### src/rtl/isq_pkg.sv
package isq_pkg;
  localparam logic [2:0] CMD_BOUND = 3'd0;
  localparam logic [2:0] CMD_BRK   = 3'd1;
  localparam logic [2:0] CMD_CALL  = 3'd2;
  localparam logic [2:0] CMD_RTS   = 3'd3;
  localparam logic [2:0] CMD_RTI   = 3'd4;

  localparam int FLAG_I = 2;
  localparam int FLAG_B = 4;

  typedef enum logic [3:0] {
    S_RLO, S_RHI, S_IDLE, S_D1, S_D2, S_PH, S_PL, S_PP,
    S_VL, S_VH, S_POPP, S_POPL, S_POPH
  } state_e;

  typedef enum logic [2:0] {
    K_IRQ, K_NMI, K_BRK, K_CALL, K_RTS, K_RTI
  } kind_e;
endpackage

### src/rtl/isq_nmi_latch.sv
module isq_nmi_latch (
  input  logic clk,
  input  logic rst_n,
  input  logic set_i,
  input  logic clr_i,
  output logic pend_o
);
  always_ff @(posedge clk or negedge rst_n) begin
    if (!rst_n) pend_o <= 1'b0;
    else        pend_o <= (pend_o & ~clr_i) | set_i;
  end

  // a latched request survives until it is serviced
  p_nmi_hold_r5: assert property (@(posedge clk) disable iff (!rst_n)
    (pend_o && !clr_i) |=> pend_o);
  p_nmi_set_r5: assert property (@(posedge clk) disable iff (!rst_n)
    set_i |=> pend_o);
endmodule

### src/rtl/isq_arbiter.sv
module isq_arbiter (
  input  logic bound_i,
  input  logic irq_i,
  input  logic mask_i,
  input  logic nmi_i,
  output logic take_irq_o,
  output logic take_nmi_o
);
  // IRQ is examined first, NMI only when no IRQ is taken
  always_comb begin
    take_irq_o = bound_i & irq_i & ~mask_i;
    take_nmi_o = bound_i & nmi_i & ~take_irq_o;
  end

  always_comb begin
    if (take_nmi_o) a_irq_first_r6: assert (!(irq_i && !mask_i));
  end
endmodule

### src/rtl/irq_stack_seq.sv
module irq_stack_seq #(
  parameter int DW = 8,
  parameter int AW = 2 * DW,
  parameter logic [AW-DW-1:0] STACK_PAGE = 'h01,
  parameter logic [DW-1:0] SP_INIT = 8'hFF,
  parameter logic [DW-1:0] ST_INIT = 8'h24,
  parameter logic [AW-1:0] RST_VEC = 16'hFFFC,
  parameter logic [AW-1:0] NMI_VEC = 16'hFFFA,
  parameter logic [AW-1:0] IRQ_VEC = 16'hFFFE
) (
  input  logic          clk,
  input  logic          rst_n,
  input  logic          irq_lvl,
  input  logic          nmi_req,
  input  logic          cmd_valid,
  output logic          cmd_ready,
  input  logic [2:0]    cmd_code,
  input  logic [AW-1:0] cmd_pc,
  input  logic [AW-1:0] cmd_target,
  output logic [AW-1:0] mem_addr,
  output logic          mem_re,
  output logic          mem_we,
  output logic [DW-1:0] mem_wdata,
  input  logic [DW-1:0] mem_rdata,
  output logic [AW-1:0] pc_o,
  output logic [DW-1:0] sp_o,
  output logic [DW-1:0] status_o,
  output logic          seq_done
);
  import isq_pkg::*;

  localparam logic [DW-1:0] I_MASK = DW'(1) << FLAG_I;
  localparam logic [DW-1:0] B_MASK = DW'(1) << FLAG_B;

  state_e        st_q;
  kind_e         kind_q;
  logic [AW-1:0] pc_q, hold_q, tgt_q, vec_base;
  logic [DW-1:0] sp_q, lo_q, flags_q, sp_inc;
  logic          done_q, acc, bound_acc, take_irq, take_nmi, nmi_pend;

  assign acc       = cmd_valid & cmd_ready;
  assign bound_acc = acc & (cmd_code == CMD_BOUND);
  assign cmd_ready = (st_q == S_IDLE);
  assign sp_inc    = sp_q + DW'(1);
  assign pc_o      = pc_q;
  assign sp_o      = sp_q;
  assign status_o  = flags_q;
  assign seq_done  = done_q;

  isq_nmi_latch u_nmi (
    .clk(clk), .rst_n(rst_n), .set_i(nmi_req), .clr_i(take_nmi), .pend_o(nmi_pend)
  );

  isq_arbiter u_arb (
    .bound_i(bound_acc), .irq_i(irq_lvl), .mask_i(flags_q[FLAG_I]), .nmi_i(nmi_pend),
    .take_irq_o(take_irq), .take_nmi_o(take_nmi)
  );

  // bus drive, one access per state
  always_comb begin
    mem_addr  = '0;
    mem_re    = 1'b0;
    mem_we    = 1'b0;
    mem_wdata = '0;
    vec_base  = (kind_q == K_NMI) ? NMI_VEC : IRQ_VEC;
    case (st_q)
      S_RLO: begin mem_addr = RST_VEC; mem_re = 1'b1; end
      S_RHI: begin mem_addr = RST_VEC + AW'(1); mem_re = 1'b1; end
      S_D1, S_D2: begin mem_addr = hold_q; mem_re = 1'b1; end
      S_PH: begin
        mem_addr = {STACK_PAGE, sp_q}; mem_we = 1'b1; mem_wdata = hold_q[AW-1:DW];
      end
      S_PL: begin
        mem_addr = {STACK_PAGE, sp_q}; mem_we = 1'b1; mem_wdata = hold_q[DW-1:0];
      end
      S_PP: begin
        mem_addr  = {STACK_PAGE, sp_q}; mem_we = 1'b1;
        mem_wdata = (kind_q == K_BRK) ? flags_q : (flags_q & ~B_MASK);
      end
      S_VL: begin mem_addr = vec_base; mem_re = 1'b1; end
      S_VH: begin mem_addr = vec_base + AW'(1); mem_re = 1'b1; end
      S_POPP, S_POPL, S_POPH: begin mem_addr = {STACK_PAGE, sp_inc}; mem_re = 1'b1; end
      default: ;
    endcase
  end

  always_ff @(posedge clk or negedge rst_n) begin
    if (!rst_n) begin
      st_q    <= S_RLO;
      kind_q  <= K_IRQ;
      sp_q    <= SP_INIT;
      flags_q <= ST_INIT | I_MASK;
      pc_q    <= '0;
      hold_q  <= '0;
      tgt_q   <= '0;
      lo_q    <= '0;
      done_q  <= 1'b0;
    end else begin
      done_q <= 1'b0;
      case (st_q)
        S_RLO: begin lo_q <= mem_rdata; st_q <= S_RHI; end
        S_RHI: begin pc_q <= {mem_rdata, lo_q}; st_q <= S_IDLE; end
        S_IDLE: if (acc) begin
          hold_q <= cmd_pc;
          case (cmd_code)
            CMD_BOUND: begin
              if (take_irq)      begin kind_q <= K_IRQ; st_q <= S_D1; end
              else if (take_nmi) begin kind_q <= K_NMI; st_q <= S_D1; end
              else begin pc_q <= cmd_pc; done_q <= 1'b1; end
            end
            CMD_BRK: begin
              kind_q <= K_BRK; hold_q <= cmd_pc + AW'(1); st_q <= S_D1;
            end
            CMD_CALL: begin kind_q <= K_CALL; tgt_q <= cmd_target; st_q <= S_PH; end
            CMD_RTS:  begin kind_q <= K_RTS; st_q <= S_POPL; end
            CMD_RTI:  begin kind_q <= K_RTI; st_q <= S_POPP; end
            default:  done_q <= 1'b1;
          endcase
        end
        S_D1: st_q <= S_D2;
        S_D2: st_q <= S_PH;
        S_PH: begin sp_q <= sp_q - DW'(1); st_q <= S_PL; end
        S_PL: begin
          sp_q <= sp_q - DW'(1);
          if (kind_q == K_CALL) begin
            pc_q <= tgt_q; done_q <= 1'b1; st_q <= S_IDLE;
          end else st_q <= S_PP;
        end
        S_PP: begin
          sp_q <= sp_q - DW'(1);
          if (kind_q == K_BRK) flags_q <= flags_q | B_MASK;
          else                 flags_q <= flags_q | I_MASK;
          st_q <= S_VL;
        end
        S_VL: begin lo_q <= mem_rdata; st_q <= S_VH; end
        S_VH: begin
          pc_q <= {mem_rdata, lo_q}; done_q <= 1'b1; st_q <= S_IDLE;
        end
        S_POPP: begin sp_q <= sp_inc; flags_q <= mem_rdata; st_q <= S_POPL; end
        S_POPL: begin sp_q <= sp_inc; lo_q <= mem_rdata; st_q <= S_POPH; end
        S_POPH: begin
          sp_q <= sp_inc;
          pc_q <= (kind_q == K_RTS) ? ({mem_rdata, lo_q} + AW'(1)) : {mem_rdata, lo_q};
          done_q <= 1'b1;
          st_q <= S_IDLE;
        end
        default: st_q <= S_IDLE;
      endcase
    end
  end

  p_push_dec_r2: assert property (@(posedge clk) disable iff (!rst_n)
    mem_we |=> (sp_q == $past(sp_q) - DW'(1)));
  p_pop_inc_r2: assert property (@(posedge clk) disable iff (!rst_n)
    (st_q inside {S_POPP, S_POPL, S_POPH}) |=> (sp_q == $past(sp_q) + DW'(1)));
  p_int_masks_r3: assert property (@(posedge clk) disable iff (!rst_n)
    (st_q == S_PP && kind_q != K_BRK) |=> status_o[FLAG_I]);
  p_masked_quiet_r4: assert property (@(posedge clk) disable iff (!rst_n)
    (bound_acc && flags_q[FLAG_I] && !nmi_pend) |=> (cmd_ready && seq_done));
  p_idle_no_bus_r11: assert property (@(posedge clk) disable iff (!rst_n)
    cmd_ready |-> (!mem_we && !mem_re));
endmodule

### config.mk
export PLATFORM = sky130hd
export DESIGN_NAME = irq_stack_seq
export DESIGN_NICKNAME = d
export VERILOG_FILES = /design/src/rtl/isq_pkg.sv /design/src/rtl/isq_nmi_latch.sv /design/src/rtl/isq_arbiter.sv /design/src/rtl/irq_stack_seq.sv
export SDC_FILE = /design/constraint.sdc
export NUM_CORES = 1
export LEC_CHECK = 0
export BUFFER_PORTS_ARGS = -buffer_cell sky130_fd_sc_hd__buf_2
export CAP_MARGIN = 10
export CORE_ASPECT_RATIO = 0.6
export CORE_MARGIN = 3
export CORE_UTILIZATION = 62
export CTS_BUF_LIST = sky130_fd_sc_hd__clkbuf_2 sky130_fd_sc_hd__clkbuf_4 sky130_fd_sc_hd__clkbuf_8
export DETAILED_ROUTE_END_ITERATION = 8
export PLACE_DENSITY_LB_ADDON = 0.15
export SLEW_MARGIN = 20
export SYNTH_ARGS = -nofsm -noshare
export SYNTH_HDL_FRONTEND = slang
export SYNTH_SLANG_ARGS = --single-unit
### constraint.sdc
create_clock -name clk -period 3.38 [get_ports clk]
set_input_delay 0.507 -clock clk [delete_from_list [all_inputs] [get_ports clk]]
set_output_delay 0.507 -clock clk [all_outputs]
set_load 0.05 [all_outputs]
==> results of run 1 <==
## area by class of cell
cell class	count	area [µm²]	area share, %
Clock buffer	11	145	2.41
Clock inverter	5	104	1.72
Inverter	13	48.8	0.809
Multi-Input combinational cell	433	2920	48.5
Sequential cell	81	2040	33.8
Tap cell	108	135	2.24
Timing Repair Buffer	120	636	10.5
## registers in the layout, summed over array words and instances, names as in the netlist
name,flops
hold_q,16
pc_o,16
tgt_q,16
lo_q,8
sp_o,8
status_o,8
st_q,4
kind_q,3
seq_done,1
u_nmi.pend_o,1
## cell usage after synthesis, types with 3 or more instances
| master | instances | area share (%) |
|---|---|---|
| a21boi_0 | 7 | 1.0 |
| a21oi_1 | 25 | 2.4 |
| a222oi_1 | 9 | 1.7 |
| a22oi_1 | 10 | 1.5 |
| and2_1 | 3 | 0.36 |
| and3_1 | 7 | 0.85 |
| and4_1 | 4 | 0.68 |
| buf_1 | 4 | 0.29 |
| buf_2 | 10 | 0.97 |
| clkbuf_1 | 23 | 1.7 |
| dfrtp_1 | 71 | 34 |
| dfstp_2 | 10 | 5.1 |
| ha_1 | 4 | 0.97 |
| inv_1 | 12 | 0.87 |
| mux2_2 | 40 | 8.7 |
| mux2i_1 | 9 | 1.7 |
| nand2_1 | 62 | 4.5 |
| nand2b_1 | 6 | 0.73 |
| nand3_1 | 10 | 0.97 |
| nand4_1 | 9 | 1.1 |
| nor2_1 | 40 | 2.9 |
| nor2b_1 | 5 | 0.60 |
| nor3_1 | 8 | 0.77 |
| nor3b_1 | 4 | 0.58 |
| nor4_1 | 7 | 0.85 |
| o21ai_0 | 62 | 6.0 |
| o221ai_1 | 9 | 1.5 |
| o22ai_1 | 5 | 0.60 |
| xnor2_1 | 18 | 3.0 |
| xor2_1 | 23 | 3.9 |
## stage by stage
stage          instances  total power (µW)  hold WS [ps]  area, µm²  setup slack, ps
2_1_floorplan        566              5260           211       5180              540
3_3_place_gp         755              6220           487       5780              856
3_5_place_dp         755              6350           496       5780              739
4_1_cts              771              7250           322       6030              419
5_1_grt              771              7730           323       6030              157
6_report             771              7330           274       6030              340
## power by group
group	leakage (µW)	internal (µW)	total, µW	switching (µW)
clock	0.000127	519	890	370
sequential	0.000978	1480	2070	590
combinational	0.00153	1370	4380	3010
total	0.00263	3370	7330	3970
## worst register-to-register path, stage by stage, from the launching register on
cell and delay (ps):
dfrtp_1 640, nor3b_2 910, a21oi_1 100, buf_4 250, a222oi_1 310, o21ai_0 180, mux2_2 290
## layer usage
| metal | GRT usage [%] | vias to the layer above | routed length [µm] |
|---|---|---|---|
| met3 | 10.2 | 35 | 2270 |
| met2 | 44.9 | 385 | 6390 |
| met4 | 7.87 | 0 | 242 |
| li1 | - | 2243 | - |
| met1 | 52.8 | 2388 | 6680 |
| met5 | 0 | - | 0 |
## cells by family (layout without fill, tap and decap cells)
family                   count (synthesis)  in the layout
adder cells (fa/ha/maj)                  4              4
XOR/XNOR                                41             41
buffers and inverters                   52            149
multiplexers                            49             49
AND/OR/NAND/NOR                        183            183
flip-flops                              81             81
AO/OA/AOI/OAI                          156            156
## cell usage in the layout, fill, tap and decap left out, types with 3 or more instances in the layout
master,instances
a22oi_1,10
a222oi_1,9
nor2_1,40
and4_1,4
buf_4,14
a21oi_1,25
buf_2,106
nand2b_1,6
nor3b_1,4
nor2b_1,5
dfstp_2,10
xor2_1,23
bufinv_16,3
o22ai_1,5
o21ai_0,62
o221ai_1,9
mux2i_1,9
and3_1,7
a21boi_0,7
dfrtp_1,71
nor3_1,8
nand3_1,10
nand4_1,9
nand2_1,62
clkbuf_8,10
and2_1,3
mux2_2,40
nor4_1,7
ha_1,4
inv_1,12
xnor2_1,18
## worst paths after layout
check | depth (start not counted) | startpoint | to | slack [ps]
setup / recovery | 5 | st_q[0] | mem_addr[5] | 340
hold / removal | 1 | rst_n | tgt_q[11] | 270
setup reg to reg | 6 | st_q[2] | pc_o[3] | 590
hold reg to reg | 1 | tgt_q[5] | tgt_q[5] | 510
max in group asynchronous | 1 | rst_n | hold_q[1] | 2400
min in group clk | 2 | nmi_req | u_nmi.pend_o | 330
==> metrics, run 1 <==
WL final 15600 µm; Final Setup Violations 0; Starting Density 64.9%; Setup TNS 0 ps; CP max FO 10; gr usage total 33.6%; Mapped Avg Cell Area 9.15 µm²; Core Util, Final 75.6%; syn nets 618; Worst setup SP type flop; top_reg_cell synth dfrtp_1; buffers plus inverters on the worst setup path 2; Resize count post-CTS 0; largest net degree at the start of global routing 82; Largest stage delay, worst path 560 ps; ant diodes 0; number of global-route vias before repair 4573; first-pass GRT wire length 24700 µm; initial antenna violation count 0; Crit. End Element output port; Die Height 76.8 µm; family with the most delay on the worst path compound AO/OA/AOI/OAI gates; post-route antenna net violation count 0; CORE AREA 7980 µm²; IO Count 108; sequential area share after synthesis 39.4%; Hold Buf Count CTS 0; worst-margin pin slew 1030 ps; residual DRC count 0; Worst Path Arrival 2530 ps; Crit path required time 2870 ps; status completed; CTS root buffer clkbuf_8; DR iter-0 viols 788; Compound-Gate Fraction of Synth Area 19.6%; Final #Nets 710; Via Count 5051; routed len/inst 20.2 µm; Die X 124 µm; Syn. warnings 0; critical-path cell list clkinv_1 > o21ai_0 > a22oi_1 > o221ai_1 > buf_2; largest family of logic cells by synthesized area compound AO/OA/AOI/OAI gates; clk_skew 8.36 ps; Crit-path slowest cell dfrtp_1; deepest clock path buffer count 2; Post-DP HPWL 11600 µm; Clock Latency Late Sink 370 ps; Async S/R FF share, synth 100%; period utilisation layout 89.9%; fmax 329 MHz; gpl congestion 0.988; clk slew on worst S/H paths 90 ps; xor/xnor share of the synthesized area 6.94%; vias per inst 6.55; PortBufs 107; Final Max Tran Viols 0; fillers 595; fin crit period 3040 ps; Worst Path Class, Setup flop to output port; gr ovfl total 0; number of synthesized flops with an enable pin 0; Post-CTS Setup Inserts 0; Post-Synth Adder-Cell Area 0.967%; maxcap violations 0; post-synthesis mux area share 10.4%; Synth Area in Simple Gates 18.5%; worst hold path class primary input to asynchronous set/reset pin; CTS tree done; area delta synth->final 16.5%; Power Dens Cells 1220 nW/µm²; share of cells above drive strength 1 30.3%; Max transition margin 31.3%; # clock sinks 81; Yosys cell types 66; Std-Cell Rows 25; P_leak 0.00263 µW; drt pass-1 iters 8; die area 9520 µm²; unrepaired setup endpoints after global routing false; flops & latches, synth 81; Peak VDD IR 0.000706 V; total CTS buffers 9; final hold violations 0; synthesized area 5180 µm²; Gate Count Post-Synth 566; htree depth 3
Power figures use the tool's default switching activity.
==> run 2: changes to the inputs <==
- CORE_UTILIZATION: 62 -> 57
- CTS_BUF_LIST: sky130_fd_sc_hd__clkbuf_2 sky130_fd_sc_hd__clkbuf_4 sky130_fd_sc_hd__clkbuf_8 -> sky130_fd_sc_hd__clkbuf_4 sky130_fd_sc_hd__clkbuf_8
- clock period: 3.38 -> 3.05 ns (I/O delays scaled with it)
==> metrics, run 2 (synthesis gave the netlist of run 1 again) <==
status completed; Largest stage delay, worst path 970 ps (+410 ps); family with the most delay on the worst path simple AND/OR/NAND/NOR gates; fin crit period 2870 ps; IO Count 108 (unchanged); WL final 15700 µm (+0.47%); htree depth 3 (unchanged); worst hold path class primary input to asynchronous set/reset pin; deepest clock path buffer count 2 (unchanged); gpl congestion 0.960 (-2.9%); worst-margin pin slew 1130 ps (+101 ps); first-pass GRT wire length 24600 µm (-0.53%); post-route antenna net violation count 0 (unchanged); Clock Latency Late Sink 370 ps (about the same); die area 10300 µm² (+8.2%); DR iter-0 viols 736 (-6.6%); gr ovfl total 0 (unchanged); Peak VDD IR 0.000895 V (+27%); PortBufs 107 (unchanged); Max transition margin 24.2% (-7.1 points); drt pass-1 iters 8 (unchanged); Crit-path slowest cell nor3b_2; P_leak 0.00263 µW (about the same); Final Max Tran Viols 0 (unchanged); ant diodes 0 (unchanged); Worst setup SP type flop; buffers plus inverters on the worst setup path 0 (-2); Worst Hold Slack 129 ps (-145 ps); period utilisation layout 94.0%; clk slew on worst S/H paths 90 ps (about the same); Final Setup Violations 0 (unchanged); critical-path cell list nor3b_2 > a21oi_2 > o31a_4 > nor2_8 > mux2_2; CORE AREA 8650 µm² (+8.5%); Die Height 79.8 µm (+4.0%); CTS tree done; total CTS buffers 9 (unchanged); Setup TNS 0 ps (unchanged); most frequent cells in the layout buf_2 (106), dfrtp_1 (70), o21ai_0 (62), nand2_1 (62); CTS root buffer clkbuf_8; number of global-route vias before repair 4523 (-1.1%); Std-Cell Rows 26 (+4.0%); Final #Nets 709 (-0.14%); Power Dens Cells 1340 nW/µm² (+11%); gr usage total 30.8% (-2.8 points); final hold violations 0 (unchanged); Crit path required time 3300 ps (+430 ps); largest net degree at the start of global routing 82 (unchanged); maxcap violations 0 (unchanged); Starting Density 59.8% (-5.1 points); residual DRC count 0 (unchanged); Worst Path Class, Setup flop to flop; Crit. End Element flop; clk_skew 11.8 ps (+3.43 ps); # clock sinks 81 (unchanged); unrepaired setup endpoints after global routing false; vias per inst 6.44 (-1.7%); Hold Buf Count CTS 0 (unchanged); fmax 349 MHz; Worst Path Arrival 3120 ps (+590 ps); Via Count 4985 (-1.3%); share of cells above drive strength 1 30.7% (+0.35 points); routed len/inst 20.2 µm (about the same); commonest non-fill, non-tap cell in the layout buf_2; area delta synth->final 16.7%; Post-DP HPWL 11800 µm (+2.3%); CP max FO 18 (+8); Die X 129 µm (+4.1%); initial antenna violation count 0 (unchanged)
-- run 2: metrics by stage --
stage	area [µm²]	setup slack (ps)	utilization, %	power [µW]	instances
after global placement	5780	367	66.8	6910	758
after detailed placement	5780	187	66.8	7060	758
final	6040	182	69.8	8120	774
after floorplan	5180	259	-	5830	566
after global routing	6040	88.6	69.8	8550	774
after CTS	6030	122	69.7	8040	774
-- run 2: layout make-up --
| cell class | count | area [µm²] |
|---|---|---|
| flip-flops and latches | 81 | 2040 |
| fillers | 705 | 2610 |
| clock buffers | 10 | 138 |
| repair buffers | 119 | 632 |
| clock inverters | 6 | 113 |
| inverters | 13 | 48.8 |
| well taps | 112 | 140 |
| multi-input cells | 433 | 2930 |
-- run 2: worst paths after layout --
check	startpoint	to	slack, ps	cells past startpoint
setup / recovery	st_q[1]	pc_o[5]	180	5
hold / removal	rst_n	tgt_q[12]	130	1
setup reg to reg	st_q[1]	pc_o[5]	180	5
hold reg to reg	pc_o[3]	pc_o[3]	510	1
max in group asynchronous	rst_n	st_q[2]	2380	1
min in group clk	nmi_req	u_nmi.pend_o	280	2
-- run 2: worst reg2reg max path: cells and delay by family (launching register included) --
| kind | cells | cell delay (ps) |
|---|---|---|
| flops | 1 | 570 |
| simple gates | 2 | 1190 |
| compound gates | 2 | 640 |
| mux | 1 | 370 |
-- run 2: power by group --
group          internal, µW  switching (µW)  total [µW]
sequential             1640             622        2260
combinational          1510            3370        4880
clock                   569             409         978
-- run 2: timing repair --
item | CTS | global route
gates resized for setup | 1 | 1
gates cloned | 0 | 0
setup endpoints to repair | 2 | 1
buffers inserted | 0 | 0
-- run 2: metal layers --
| layer | global-route usage (%) | routed length [µm] |
|---|---|---|
| met1 | 47.4 | 6770 |
| met2 | 42.6 | 6540 |
| met3 | 9.36 | 2190 |
| met4 | 5.77 | 153 |
| met5 | 0 | 0 |
